[src/rtl/fcd_pkg.sv]
package fcd_pkg;

   typedef enum logic [1:0] {
      MODE_READ  = 2'd0,
      MODE_ID    = 2'd1,
      MODE_QUERY = 2'd2
   } fl_mode_e;

   typedef enum logic [2:0] {
      REQ_NONE     = 3'd0,
      REQ_PROGRAM  = 3'd1,
      REQ_SECTOR   = 3'd2,
      REQ_BLOCK    = 3'd3,
      REQ_CHIP     = 3'd4,
      REQ_ID_ON    = 3'd5,
      REQ_QUERY_ON = 3'd6,
      REQ_EXIT     = 3'd7
   } fl_req_e;

   typedef enum logic [2:0] {
      SQ_IDLE  = 3'd0,
      SQ_KEY1  = 3'd1,
      SQ_KEY2  = 3'd2,
      SQ_ARMED = 3'd3,
      SQ_ER3   = 3'd4,
      SQ_ER4   = 3'd5,
      SQ_ER5   = 3'd6
   } seq_state_e;

   localparam int          CMP_BITS   = 15;
   localparam logic [14:0] CMD_ADDR_A = 15'h5555;
   localparam logic [14:0] CMD_ADDR_B = 15'h2AAA;

   localparam logic [7:0] CODE_KEY1    = 8'hAA;
   localparam logic [7:0] CODE_KEY2    = 8'h55;
   localparam logic [7:0] CODE_PROG    = 8'hA0;
   localparam logic [7:0] CODE_ERSETUP = 8'h80;
   localparam logic [7:0] CODE_CHIP    = 8'h10;
   localparam logic [7:0] CODE_SECTOR  = 8'h30;
   localparam logic [7:0] CODE_BLOCK   = 8'h50;
   localparam logic [7:0] CODE_ID_ON   = 8'h90;
   localparam logic [7:0] CODE_QRY_ON  = 8'h98;
   localparam logic [7:0] CODE_EXIT    = 8'hF0;
   localparam logic [7:0] CODE_MFR     = 8'hBF;

endpackage

[src/rtl/fcd_cycle_match.sv]
module fcd_cycle_match
   import fcd_pkg::*;
#(
   parameter int AW = 20
) (
   input  logic [AW-1:0] wr_addr,
   input  logic [7:0]    wr_data,
   output logic          at_a,
   output logic          at_b,
   output logic          key1,
   output logic          key2,
   output logic          c_prog,
   output logic          c_setup,
   output logic          c_id,
   output logic          c_query,
   output logic          c_exit,
   output logic          c_chip,
   output logic          c_sector,
   output logic          c_block
);

   logic [CMP_BITS-1:0] cmp_addr;

   // Only the low command bits are compared; upper address lines are free.
   assign cmp_addr = wr_addr[CMP_BITS-1:0];

   always_comb begin
      at_a     = (cmp_addr == CMD_ADDR_A);
      at_b     = (cmp_addr == CMD_ADDR_B);
      key1     = at_a && (wr_data == CODE_KEY1);
      key2     = at_b && (wr_data == CODE_KEY2);
      c_prog   = (wr_data == CODE_PROG);
      c_setup  = (wr_data == CODE_ERSETUP);
      c_id     = (wr_data == CODE_ID_ON);
      c_query  = (wr_data == CODE_QRY_ON);
      c_exit   = (wr_data == CODE_EXIT);
      c_chip   = (wr_data == CODE_CHIP);
      c_sector = (wr_data == CODE_SECTOR);
      c_block  = (wr_data == CODE_BLOCK);
   end

endmodule

[src/rtl/fcd_seq_fsm.sv]
module fcd_seq_fsm
   import fcd_pkg::*;
#(
   parameter int AW          = 20,
   parameter int SECTOR_BITS = 12,
   parameter int BLOCK_BITS  = 16
) (
   input  logic          clk,
   input  logic          rst_n,
   input  logic          wr_valid,
   input  logic          busy,
   input  logic [AW-1:0] wr_addr,
   input  logic [7:0]    wr_data,
   input  logic          at_a,
   input  logic          key1,
   input  logic          key2,
   input  logic          c_prog,
   input  logic          c_setup,
   input  logic          c_id,
   input  logic          c_query,
   input  logic          c_exit,
   input  logic          c_chip,
   input  logic          c_sector,
   input  logic          c_block,
   output logic          ev_read,
   output logic          ev_id,
   output logic          ev_query,
   output logic          req_valid,
   output logic [2:0]    req_kind,
   output logic [AW-1:0] req_addr,
   output logic [7:0]    req_data
);

   localparam logic [AW-1:0] SEC_MASK = {AW{1'b1}} << SECTOR_BITS;
   localparam logic [AW-1:0] BLK_MASK = {AW{1'b1}} << BLOCK_BITS;

   seq_state_e    st, st_nxt;
   logic          take;
   logic          fire;
   fl_req_e       kind_nxt;
   logic [AW-1:0] addr_nxt;

   assign take = wr_valid && !busy;

   always_comb begin
      st_nxt   = st;
      fire     = 1'b0;
      kind_nxt = REQ_NONE;
      addr_nxt = wr_addr;
      ev_read  = 1'b0;
      ev_id    = 1'b0;
      ev_query = 1'b0;
      if (take) begin
         // default outcome of any write: abort to idle and read mode
         st_nxt  = SQ_IDLE;
         ev_read = 1'b1;
         unique case (st)
            SQ_IDLE: begin
               if (key1) begin
                  st_nxt  = SQ_KEY1;
                  ev_read = 1'b0;
               end else if (c_exit) begin
                  fire     = 1'b1;
                  kind_nxt = REQ_EXIT;
               end
            end
            SQ_KEY1: begin
               if (key2) begin
                  st_nxt  = SQ_KEY2;
                  ev_read = 1'b0;
               end
            end
            SQ_KEY2: begin
               if (at_a && c_prog) begin
                  st_nxt  = SQ_ARMED;
                  ev_read = 1'b0;
               end else if (at_a && c_setup) begin
                  st_nxt  = SQ_ER3;
                  ev_read = 1'b0;
               end else if (at_a && c_id) begin
                  ev_read  = 1'b0;
                  ev_id    = 1'b1;
                  fire     = 1'b1;
                  kind_nxt = REQ_ID_ON;
               end else if (at_a && c_query) begin
                  ev_read  = 1'b0;
                  ev_query = 1'b1;
                  fire     = 1'b1;
                  kind_nxt = REQ_QUERY_ON;
               end else if (at_a && c_exit) begin
                  fire     = 1'b1;
                  kind_nxt = REQ_EXIT;
               end
            end
            SQ_ARMED: begin
               ev_read  = 1'b0;
               fire     = 1'b1;
               kind_nxt = REQ_PROGRAM;
            end
            SQ_ER3: begin
               if (key1) begin
                  st_nxt  = SQ_ER4;
                  ev_read = 1'b0;
               end
            end
            SQ_ER4: begin
               if (key2) begin
                  st_nxt  = SQ_ER5;
                  ev_read = 1'b0;
               end
            end
            SQ_ER5: begin
               if (at_a && c_chip) begin
                  ev_read  = 1'b0;
                  fire     = 1'b1;
                  kind_nxt = REQ_CHIP;
               end else if (c_sector) begin
                  ev_read  = 1'b0;
                  fire     = 1'b1;
                  kind_nxt = REQ_SECTOR;
                  addr_nxt = wr_addr & SEC_MASK;
               end else if (c_block) begin
                  ev_read  = 1'b0;
                  fire     = 1'b1;
                  kind_nxt = REQ_BLOCK;
                  addr_nxt = wr_addr & BLK_MASK;
               end
            end
            default: st_nxt = SQ_IDLE;
         endcase
      end
   end

   always_ff @(posedge clk) begin
      if (!rst_n) begin
         st        <= SQ_IDLE;
         req_valid <= 1'b0;
         req_kind  <= REQ_NONE;
         req_addr  <= '0;
         req_data  <= '0;
      end else begin
         st        <= st_nxt;
         req_valid <= fire;
         if (fire) begin
            req_kind <= kind_nxt;
            req_addr <= addr_nxt;
            req_data <= wr_data;
         end
      end
   end


   busy_hold_chk: assert property (@(posedge clk) disable iff (!rst_n)
      (busy && wr_valid) |=> ($stable(st) && !req_valid));


   req_source_chk: assert property (@(posedge clk) disable iff (!rst_n)
      req_valid |-> $past(wr_valid && !busy));


   sector_align_chk: assert property (@(posedge clk) disable iff (!rst_n)
      (req_valid && req_kind == REQ_SECTOR) |-> (req_addr[SECTOR_BITS-1:0] == '0));


   block_align_chk: assert property (@(posedge clk) disable iff (!rst_n)
      (req_valid && req_kind == REQ_BLOCK) |-> (req_addr[BLOCK_BITS-1:0] == '0));


   program_arm_chk: assert property (@(posedge clk) disable iff (!rst_n)
      (req_valid && req_kind == REQ_PROGRAM) |-> $past(st == SQ_ARMED));

endmodule

[src/rtl/fcd_mode_track.sv]
module fcd_mode_track
   import fcd_pkg::*;
(
   input  logic       clk,
   input  logic       rst_n,
   input  logic       ev_read,
   input  logic       ev_id,
   input  logic       ev_query,
   output logic [1:0] mode
);

   fl_mode_e cur;

   always_ff @(posedge clk) begin
      if (!rst_n)        cur <= MODE_READ;
      else if (ev_read)  cur <= MODE_READ;
      else if (ev_id)    cur <= MODE_ID;
      else if (ev_query) cur <= MODE_QUERY;
   end

   assign mode = cur;


   mode_event_chk: assert property (@(posedge clk) disable iff (!rst_n)
      $onehot0({ev_read, ev_id, ev_query}));


   mode_legal_chk: assert property (@(posedge clk) disable iff (!rst_n)
      mode != 2'd3);

endmodule

[src/rtl/fcd_id_port.sv]
module fcd_id_port
   import fcd_pkg::*;
#(
   parameter int         AW         = 20,
   parameter logic [7:0] DEV_CODE   = 8'hD8,
   parameter bit         ID_OUT_REG = 1'b0
) (
   input  logic          clk,
   input  logic          rst_n,
   input  logic [1:0]    mode,
   input  logic [AW-1:0] rd_addr,
   output logic          id_valid,
   output logic [7:0]    id_data
);

   logic       hit;
   logic [7:0] byte_sel;

   always_comb begin
      hit      = (mode == MODE_ID) && (rd_addr[AW-1:1] == '0);
      byte_sel = rd_addr[0] ? DEV_CODE : CODE_MFR;
      if (!hit) byte_sel = '0;
   end

   generate
      if (ID_OUT_REG) begin : g_reg
         always_ff @(posedge clk) begin
            if (!rst_n) begin
               id_valid <= 1'b0;
               id_data  <= '0;
            end else begin
               id_valid <= hit;
               id_data  <= byte_sel;
            end
         end
      end else begin : g_comb
         assign id_valid = hit;
         assign id_data  = byte_sel;
      end
   endgenerate

endmodule

[src/rtl/flash_cmd_decoder.sv]
module flash_cmd_decoder
   import fcd_pkg::*;
#(
   parameter int         AW          = 20,
   parameter int         SECTOR_BITS = 12,
   parameter int         BLOCK_BITS  = 16,
   parameter logic [7:0] DEV_CODE    = 8'hD8,
   parameter bit         ID_OUT_REG  = 1'b0
) (
   input  logic          clk,
   input  logic          rst_n,
   input  logic          wr_valid,
   input  logic [AW-1:0] wr_addr,
   input  logic [7:0]    wr_data,
   input  logic          busy,
   input  logic [AW-1:0] rd_addr,
   output logic [1:0]    mode,
   output logic          req_valid,
   output logic [2:0]    req_kind,
   output logic [AW-1:0] req_addr,
   output logic [7:0]    req_data,
   output logic          id_valid,
   output logic [7:0]    id_data
);

   generate
      if (AW < CMP_BITS + 2 || AW > 32) begin : g_bad_aw
         $error("flash_cmd_decoder: AW out of range");
      end
      if (SECTOR_BITS >= BLOCK_BITS || BLOCK_BITS >= AW) begin : g_bad_geom
         $error("flash_cmd_decoder: sector/block geometry inconsistent");
      end
   endgenerate

   logic at_a, at_b, key1, key2;
   logic c_prog, c_setup, c_id, c_query, c_exit, c_chip, c_sector, c_block;
   logic ev_read, ev_id, ev_query;

   fcd_cycle_match #(.AW(AW)) u_match (
      .wr_addr (wr_addr),
      .wr_data (wr_data),
      .at_a    (at_a),
      .at_b    (at_b),
      .key1    (key1),
      .key2    (key2),
      .c_prog  (c_prog),
      .c_setup (c_setup),
      .c_id    (c_id),
      .c_query (c_query),
      .c_exit  (c_exit),
      .c_chip  (c_chip),
      .c_sector(c_sector),
      .c_block (c_block)
   );

   fcd_seq_fsm #(
      .AW         (AW),
      .SECTOR_BITS(SECTOR_BITS),
      .BLOCK_BITS (BLOCK_BITS)
   ) u_fsm (
      .clk      (clk),
      .rst_n    (rst_n),
      .wr_valid (wr_valid),
      .busy     (busy),
      .wr_addr  (wr_addr),
      .wr_data  (wr_data),
      .at_a     (at_a),
      .key1     (key1),
      .key2     (key2),
      .c_prog   (c_prog),
      .c_setup  (c_setup),
      .c_id     (c_id),
      .c_query  (c_query),
      .c_exit   (c_exit),
      .c_chip   (c_chip),
      .c_sector (c_sector),
      .c_block  (c_block),
      .ev_read  (ev_read),
      .ev_id    (ev_id),
      .ev_query (ev_query),
      .req_valid(req_valid),
      .req_kind (req_kind),
      .req_addr (req_addr),
      .req_data (req_data)
   );

   fcd_mode_track u_mode (
      .clk     (clk),
      .rst_n   (rst_n),
      .ev_read (ev_read),
      .ev_id   (ev_id),
      .ev_query(ev_query),
      .mode    (mode)
   );

   fcd_id_port #(
      .AW        (AW),
      .DEV_CODE  (DEV_CODE),
      .ID_OUT_REG(ID_OUT_REG)
   ) u_id (
      .clk     (clk),
      .rst_n   (rst_n),
      .mode    (mode),
      .rd_addr (rd_addr),
      .id_valid(id_valid),
      .id_data (id_data)
   );


   exit_mode_chk: assert property (@(posedge clk) disable iff (!rst_n)
      (req_valid && req_kind == REQ_EXIT) |-> (mode == MODE_READ));


   id_on_mode_chk: assert property (@(posedge clk) disable iff (!rst_n)
      (req_valid && req_kind == REQ_ID_ON) |-> (mode == MODE_ID));


   id_gate_chk: assert property (@(posedge clk) disable iff (!rst_n)
      (mode != MODE_ID) |-> !id_valid);


   busy_mode_chk: assert property (@(posedge clk) disable iff (!rst_n)
      (busy && wr_valid) |=> $stable(mode));

endmodule

[config.mk]
export PLATFORM = sky130hd
export DESIGN_NAME = flash_cmd_decoder
export DESIGN_NICKNAME = d
export VERILOG_FILES = /design/src/rtl/fcd_pkg.sv /design/src/rtl/fcd_cycle_match.sv /design/src/rtl/fcd_seq_fsm.sv /design/src/rtl/fcd_mode_track.sv /design/src/rtl/fcd_id_port.sv /design/src/rtl/flash_cmd_decoder.sv
export SDC_FILE = /design/constraint.sdc
export NUM_CORES = 1
export LEC_CHECK = 0
export ABC_AREA = 0
export BUFFER_PORTS_ARGS = -buffer_cell sky130_fd_sc_hd__buf_4
export CORE_UTILIZATION = 42
export DETAILED_ROUTE_END_ITERATION = 7
export GPL_TIMING_DRIVEN = 0
export PLACE_DENSITY = 0.76
export SLEW_MARGIN = 15
export SYNTH_ARGS = -nofsm -noshare
export SYNTH_HDL_FRONTEND = slang
export SYNTH_SLANG_ARGS = --single-unit
[constraint.sdc]
create_clock -name clk -period 2.2 [get_ports clk]
set_input_delay 0.22 -clock clk [delete_from_list [all_inputs] [get_ports clk]]
set_output_delay 0.22 -clock clk [all_outputs]
set_load 0.01 [all_outputs]
==> impl_metrics.csv, run 1 <==
group,metric,value,unit
setup_path,cp_data_arrival_time,2.32,ns
min_path,min-delay-path-class,"in2reg",
route,vias,2372,
floorplan,core_area,4750,µm²
power,power.total,1.28,mW
sta,fin_crit,2.14,ns
sta,finalCritPeriodShare,0.972,
sta,timing.setup.tns,0,ns
placement,dp.cells,399,
yosys,syn_nets,293,
route,met3_wirelength,656,µm
min_path,whs_path_depth,2,
floorplan,die_area,5270,µm²
clocking,insertion_delay,0.29,ns
global_route,antenna_found_initial,0,
placement,hpwl,4950,µm
layout,finalInstanceArea,2990,µm²
clocking,tritoncts,"done",
route,drt_iter0_drc,180,
clocking,clockBufferDepth,2,
floorplan,die_w,72.6,µm
route,wl,6460,µm
yosys,ys.warnings.count,0,
global_route,grt_overflow,0,
setup_path,critPathLaunchType,"primary input",
yosys,ys_ff_latch,37,
setup_path,cp_max_fo,10,
layout,syn_to_final_growth,42.7,%
floorplan,num_io_pins,95,
job,max-cap-violations,0,
setup_path,r2r_setup_slack,0.17,ns
yosys,avgSynthCellArea,8.69,µm²
layout,layout_common_cells,"buf_4 (101), dfxtp_1 (37), a21oi_1 (25)",
placement,place_worst_setup_slack,-0.384,ns
sta,fmaxAchievable,467,MHz
route,vias_per_cell,5.80,
sta,finalWorstSetupSlack,0.0605,ns
yosys,postSynthCellCount,241,
yosys,seq_area_frac_synth,0.354,
yosys,synth_edf_count,0,
layout,drive_gt1_frac,0.389,
sta,drv_slew,0,
route,routedWlPerCell,15.8,µm
setup_path,worstSetupPathType,"in2reg",
run_status,status,"complete, no violations",
floorplan,start_util,0.440,
global_route,grt_pass1_wl,10200,µm
clocking,path_clk_slew,0.07,ns
sta,worst_pin_slew,0.837,ns
setup_path,reg2regPathDepth,7,
yosys,synthFlopType,"dfxtp_1",
placement,placed_area,2860,µm²
route,wl_met1,2610,µm
layout,layout.cells.most_common,"buf_4",
route,first_pass_iters,5,
route,highest_layer,"met4",
global_route,grt_pass1_vias,2183,
layout,fin_nets,394,
layout,fin_cells,409,
floorplan,row_count,25,
sta,finalSetupViolCount,0,
global_route,grt_max_degree,12,
placement,portBuffers,91,
power,p_leak,1.15,nW
yosys,ys_types,59,
clocking,cts_sinks,37,
route,wl_met2,3070,µm
yosys,async_flop_share,0,
sta,max_slew_margin,0.437,
layout,utilization,0.628,
sta,rsz0062_at_grt,"true",
setup_path,worstSetupEndpointType,"flip-flop",
power,vdd_drop_max,0.369,mV
setup_path,required,2.38,ns
clocking,cts_buffers,5,
sta,hold_slack,0.153,ns
layout,insertedDiodeCount,0,
clocking,cts-root-buf,"clkbuf_8",
route,antenna_left,0,
sta,skew,0.00242,ns
clocking,htreeDepth,2,
global_route,grt_use_total,0.249,
power,power_density,428,nW/µm²
sta,hold_viol,0,
yosys,syn_area,2090,µm²
floorplan,dieHeight,72.6,µm
placement,globalplace.congestion,0.938,
route,drc,0,
-- what timing repair did --
item,CTS,global route
hold buffers,0,0
cloned,0,0
resized for setup,1,3
pin swaps,0,2
setup endpoints to repair,11,22
setup buffers,0,3
-- critical path: stages --
cell and delay (ns):
buf_4 0.13, or4_1 0.66, nor4b_4 0.46, a2bb2oi_2 0.17
o211ai_4 0.17, nand2_4 0.10, buf_6 0.15, a32o_1 0.25
-- registers in the layout (all words and copies together) (netlist names) --
register	count
u_fsm.req_kind	3
u_fsm.req_addr	20
u_fsm.st	3
u_mode.mode	2
u_fsm.req_valid	1
u_fsm.req_data	8
-- kinds of logic after synthesis --
group                  Yosys count  share of synthesized area
AO/OA/AOI/OAI                   79                      0.260
AND/OR/NAND/NOR                 96                      0.301
multiplexers                     1                    0.00478
flip-flops                      37                      0.354
buffers and inverters           27                     0.0765
XOR/XNOR                         1                    0.00418
-- report_power, final --
| group | switching [mW] | leakage, nW | internal, mW | total (mW) |
|---|---|---|---|---|
| Combinational | 0.0681 | 0.816 | 0.0764 | 0.144 |
| Sequential | 0.0000768 | 0.298 | 0.669 | 0.669 |
| Clock | 0.246 | 0.0412 | 0.219 | 0.465 |
-- Yosys cell counts, types with 3 or more instances --
cell type	instances	share of area
dfxtp_1	37	0.35
nor4_1	8	0.024
inv_1	3	0.0054
nand2b_1	5	0.015
clkbuf_1	10	0.018
nor4b_1	3	0.013
a31oi_1	3	0.0090
nor2_1	12	0.022
a21oi_1	25	0.060
nand4b_1	5	0.021
a32o_1	12	0.057
nand2_1	9	0.016
o21ai_0	19	0.045
nand3_1	15	0.036
nand4_1	4	0.012
nand4bb_1	3	0.016
nor3_1	10	0.024
buf_6	4	0.022
buf_4	7	0.025
-- metal layers --
layer | vias up | track usage
met1 | 1094 | 0.299
met3 | 13 | 0.0718
li1 | 1131 | -
met5 | - | 0
met2 | 134 | 0.414
met4 | 0 | 0.109
-- worst paths after layout --
kind	to	from
hold reg to reg	u_fsm.req_data[4]$_SDFFE_PN0P_	u_fsm.req_data[4]$_SDFFE_PN0P_
setup / recovery	u_fsm.req_addr[1]$_SDFFE_PN0P_	wr_data[7]
hold / removal	u_fsm.req_addr[10]$_SDFFE_PN0P_	wr_addr[10]
setup reg to reg	u_mode.mode[0]$_SDFFE_PP0P_	u_fsm.st[0]$_SDFFE_PN0P_
-- cell type report --
cell class / count / area [µm²]
repair buffers: 94 / 706
well taps: 67 / 83.8
fillers: 438 / 1770
multi-input cells: 177 / 1210
flip-flops and latches: 37 / 741
clock buffers: 6 / 72.6
inverters: 3 / 11.3
plain buffers: 24 / 149
clock inverters: 1 / 8.76
No activity file was read; power rests on OpenSTA's default activity.
==> run 2: changes to the inputs <==
--- a/config.mk
+++ b/config.mk
@@ -7,10 +7,12 @@
 export LEC_CHECK = 0
 export ABC_AREA = 0
 export BUFFER_PORTS_ARGS = -buffer_cell sky130_fd_sc_hd__buf_4
-export CORE_UTILIZATION = 42
+export CELL_PAD_IN_SITES_DETAIL_PLACEMENT = 0
+export CELL_PAD_IN_SITES_GLOBAL_PLACEMENT = 1
+export CORE_UTILIZATION = 30
 export DETAILED_ROUTE_END_ITERATION = 7
 export GPL_TIMING_DRIVEN = 0
-export PLACE_DENSITY = 0.76
+export PLACE_DENSITY_LB_ADDON = 0.1
 export SLEW_MARGIN = 15
 export SYNTH_ARGS = -nofsm -noshare
 export SYNTH_HDL_FRONTEND = slang
==> constraint.sdc (replaced) <==
create_clock -name clk -period 2.2 [get_ports clk]
set_input_delay 0.33 -clock clk [delete_from_list [all_inputs] [get_ports clk]]
set_output_delay 0.33 -clock clk [all_outputs]
set_load 0.01 [all_outputs]
==> impl_metrics.csv, run 2 (synthesis results as in run 1) <==
group,metric,value,unit
setup_path,cp_top_family,"simple AND/OR/NAND/NOR gates",
setup_path,crit_chain,"buf_4 -> or4_4 -> nor4b_4 -> buf_4 -> nand4_1 -> and4_4 -> buf_6 -> a32o_1",
global_route,grt_overflow,0,
placement,dp.cells,412,
placement,hpwl,5270,µm
placement,globalplace.congestion,0.893,
route,vias_per_cell,5.46,
run_status,status,"complete, no violations",
sta,fin_crit,2.14,ns
placement,placed_area,2880,µm²
power,vdd_drop_max,0.232,mV
placement,portBuffers,91,
sta,skew,0.00779,ns
route,routedWlPerCell,16.4,µm
layout,layout.cells.most_common,"buf_4",
sta,finalCritPeriodShare,0.972,
setup_path,reg2regPathDepth,8,
job,max-cap-violations,0,
sta,hold_viol,0,
layout,largest-register,"u_fsm.req_addr",
layout,fin_nets,397,
floorplan,die_area,7320,µm²
clocking,cts-root-buf,"clkbuf_8",
layout,utilization,0.461,
setup_path,cp.depth,8,
layout,drive_gt1_frac,0.423,
sta,fmaxAchievable,468,MHz
clocking,path_clk_slew,0.07,ns
global_route,antenna_found_initial,0,
global_route,grt_pass1_wl,10900,µm
power,power.total,1.32,mW
layout,insertedDiodeCount,0,
setup_path,cp_data_arrival_time,2.32,ns
layout,top_regs,"u_fsm.req_addr x20, u_fsm.req_data x8",
floorplan,dieHeight,85.5,µm
min_path,whs_path_depth,2,
setup_path,max_stage_delay,0.59,ns
setup_path,critPathLaunchType,"primary input",
layout,largest_register_ffs,20,
clocking,clockBufferDepth,2,
clocking,tritoncts,"done",
route,wl,6990,µm
min_path,min-delay-path-class,"in2reg",
clocking,cts_hold_buf,0,
layout,syn_to_final_growth,48.7,%
sta,max_slew_margin,0.496,
floorplan,num_io_pins,95,
global_route,grt_pass1_vias,2157,
sta,worst_pin_slew,0.750,ns
clocking,insertion_delay,0.30,ns
setup_path,worstSetupPathType,"in2reg",
setup_path,slowest_stage,"or4_4",
setup_path,worstSetupEndpointType,"flip-flop",
floorplan,die_w,85.5,µm
layout,finalInstanceArea,3110,µm²
layout,layout_common_cells,"buf_4 (104), dfxtp_1 (37), a21oi_1 (25)",
global_route,grt_use_total,0.190,
sta,finalSetupViolCount,0,
route,drt_iter0_drc,163,
setup_path,required,2.38,ns
clocking,htreeDepth,2,
route,drc,0,
floorplan,start_util,0.310,
global_route,grt_max_degree,12,
route,vias,2321,
power,power_density,424,nW/µm²
clocking,cts_sinks,37,
floorplan,row_count,30,
setup_path,cp_num_buf_inv,3,
power,p_leak,1.21,nW
setup_path,cp_max_fo,10,
layout,fin_cells,425,
floorplan,core_area,6760,µm²
route,first_pass_iters,6,
setup_path,crit_top_cell,"buf_4",
sta,drv_slew,0,
clocking,cts_buffers,5,
route,antenna_left,0,
## run 2: changes by cell type in the layout (fill, tap and decap cells not counted), sizes merged
cell      delta
clkinvlp     +1
buf          +2
clkbuf       +1
clkinv       -1
## run 2: repair_timing
action,4_1_cts,5_1_grt
endpoints found under the setup margin,26,33
setup buffers,2,4
endpoints found under the hold margin,0,0
resized for setup,2,21
pin swaps,2,3
## run 2: power breakdown
part	switching (mW)	internal [mW]	leakage, nW
Combinational	0.0735	0.0776	0.874
Clock	0.253	0.248	0.0433
Sequential	0.0000805	0.669	0.298
Total	0.326	0.995	1.21
## run 2: final timing paths
| kind | startpoint | end | slack, ns |
|---|---|---|---|
| min | wr_addr[9] | u_fsm.req_addr[9]$_SDFFE_PN0P_ | 0.26 |
| max | wr_data[7] | u_fsm.req_addr[1]$_SDFFE_PN0P_ | 0.06 |
| max reg2reg | u_fsm.st[0]$_SDFFE_PN0P_ | u_fsm.req_addr[1]$_SDFFE_PN0P_ | 0.16 |
| min reg2reg | u_fsm.req_kind[1]$_SDFFE_PN0P_ | u_fsm.req_kind[1]$_SDFFE_PN0P_ | 0.47 |
## run 2: metrics by stage
step	worst slack, ns	hold WS, ns	TNS (ns)
after detailed placement	-0.537	0.473	-13.69
after floorplan	-0.0430	0.456	-0.430
final	0.0623	0.259	0
after CTS	0.00562	0.255	0
after global placement	-0.556	0.465	-14.53
after global routing	-0.0208	0.272	-0.0208
## run 2: final cells by class
cell class	count	area (µm²)
sequential	37	741
clock buffer	6	82.6
inverter	3	11.3
buffer	24	159
clock inverter	1	7.51
multi-input combinational	177	1280
fill	704	3640
timing repair buffer	97	728
tap	80	100
## run 2: layer usage
metal	wire length [µm]	track usage	vias up	share of wire
li1	-	-	1133	-
met5	0	0	-	0
met2	3320	0.324	89	0.47
met1	3150	0.247	1089	0.45
met3	427	0.0327	10	0.061
met4	90	0.0530	0	0.013
## run 2: worst register-to-register path: stages, from the launching register on
cell and delay [ns]:
dfxtp_1 0.37, clkbuf_2 0.21, or2_2 0.33, o31ai_1 0.31, a22oi_1 0.11, o21ai_1 0.10
and4_4 0.26, buf_6 0.14, a32o_1 0.14
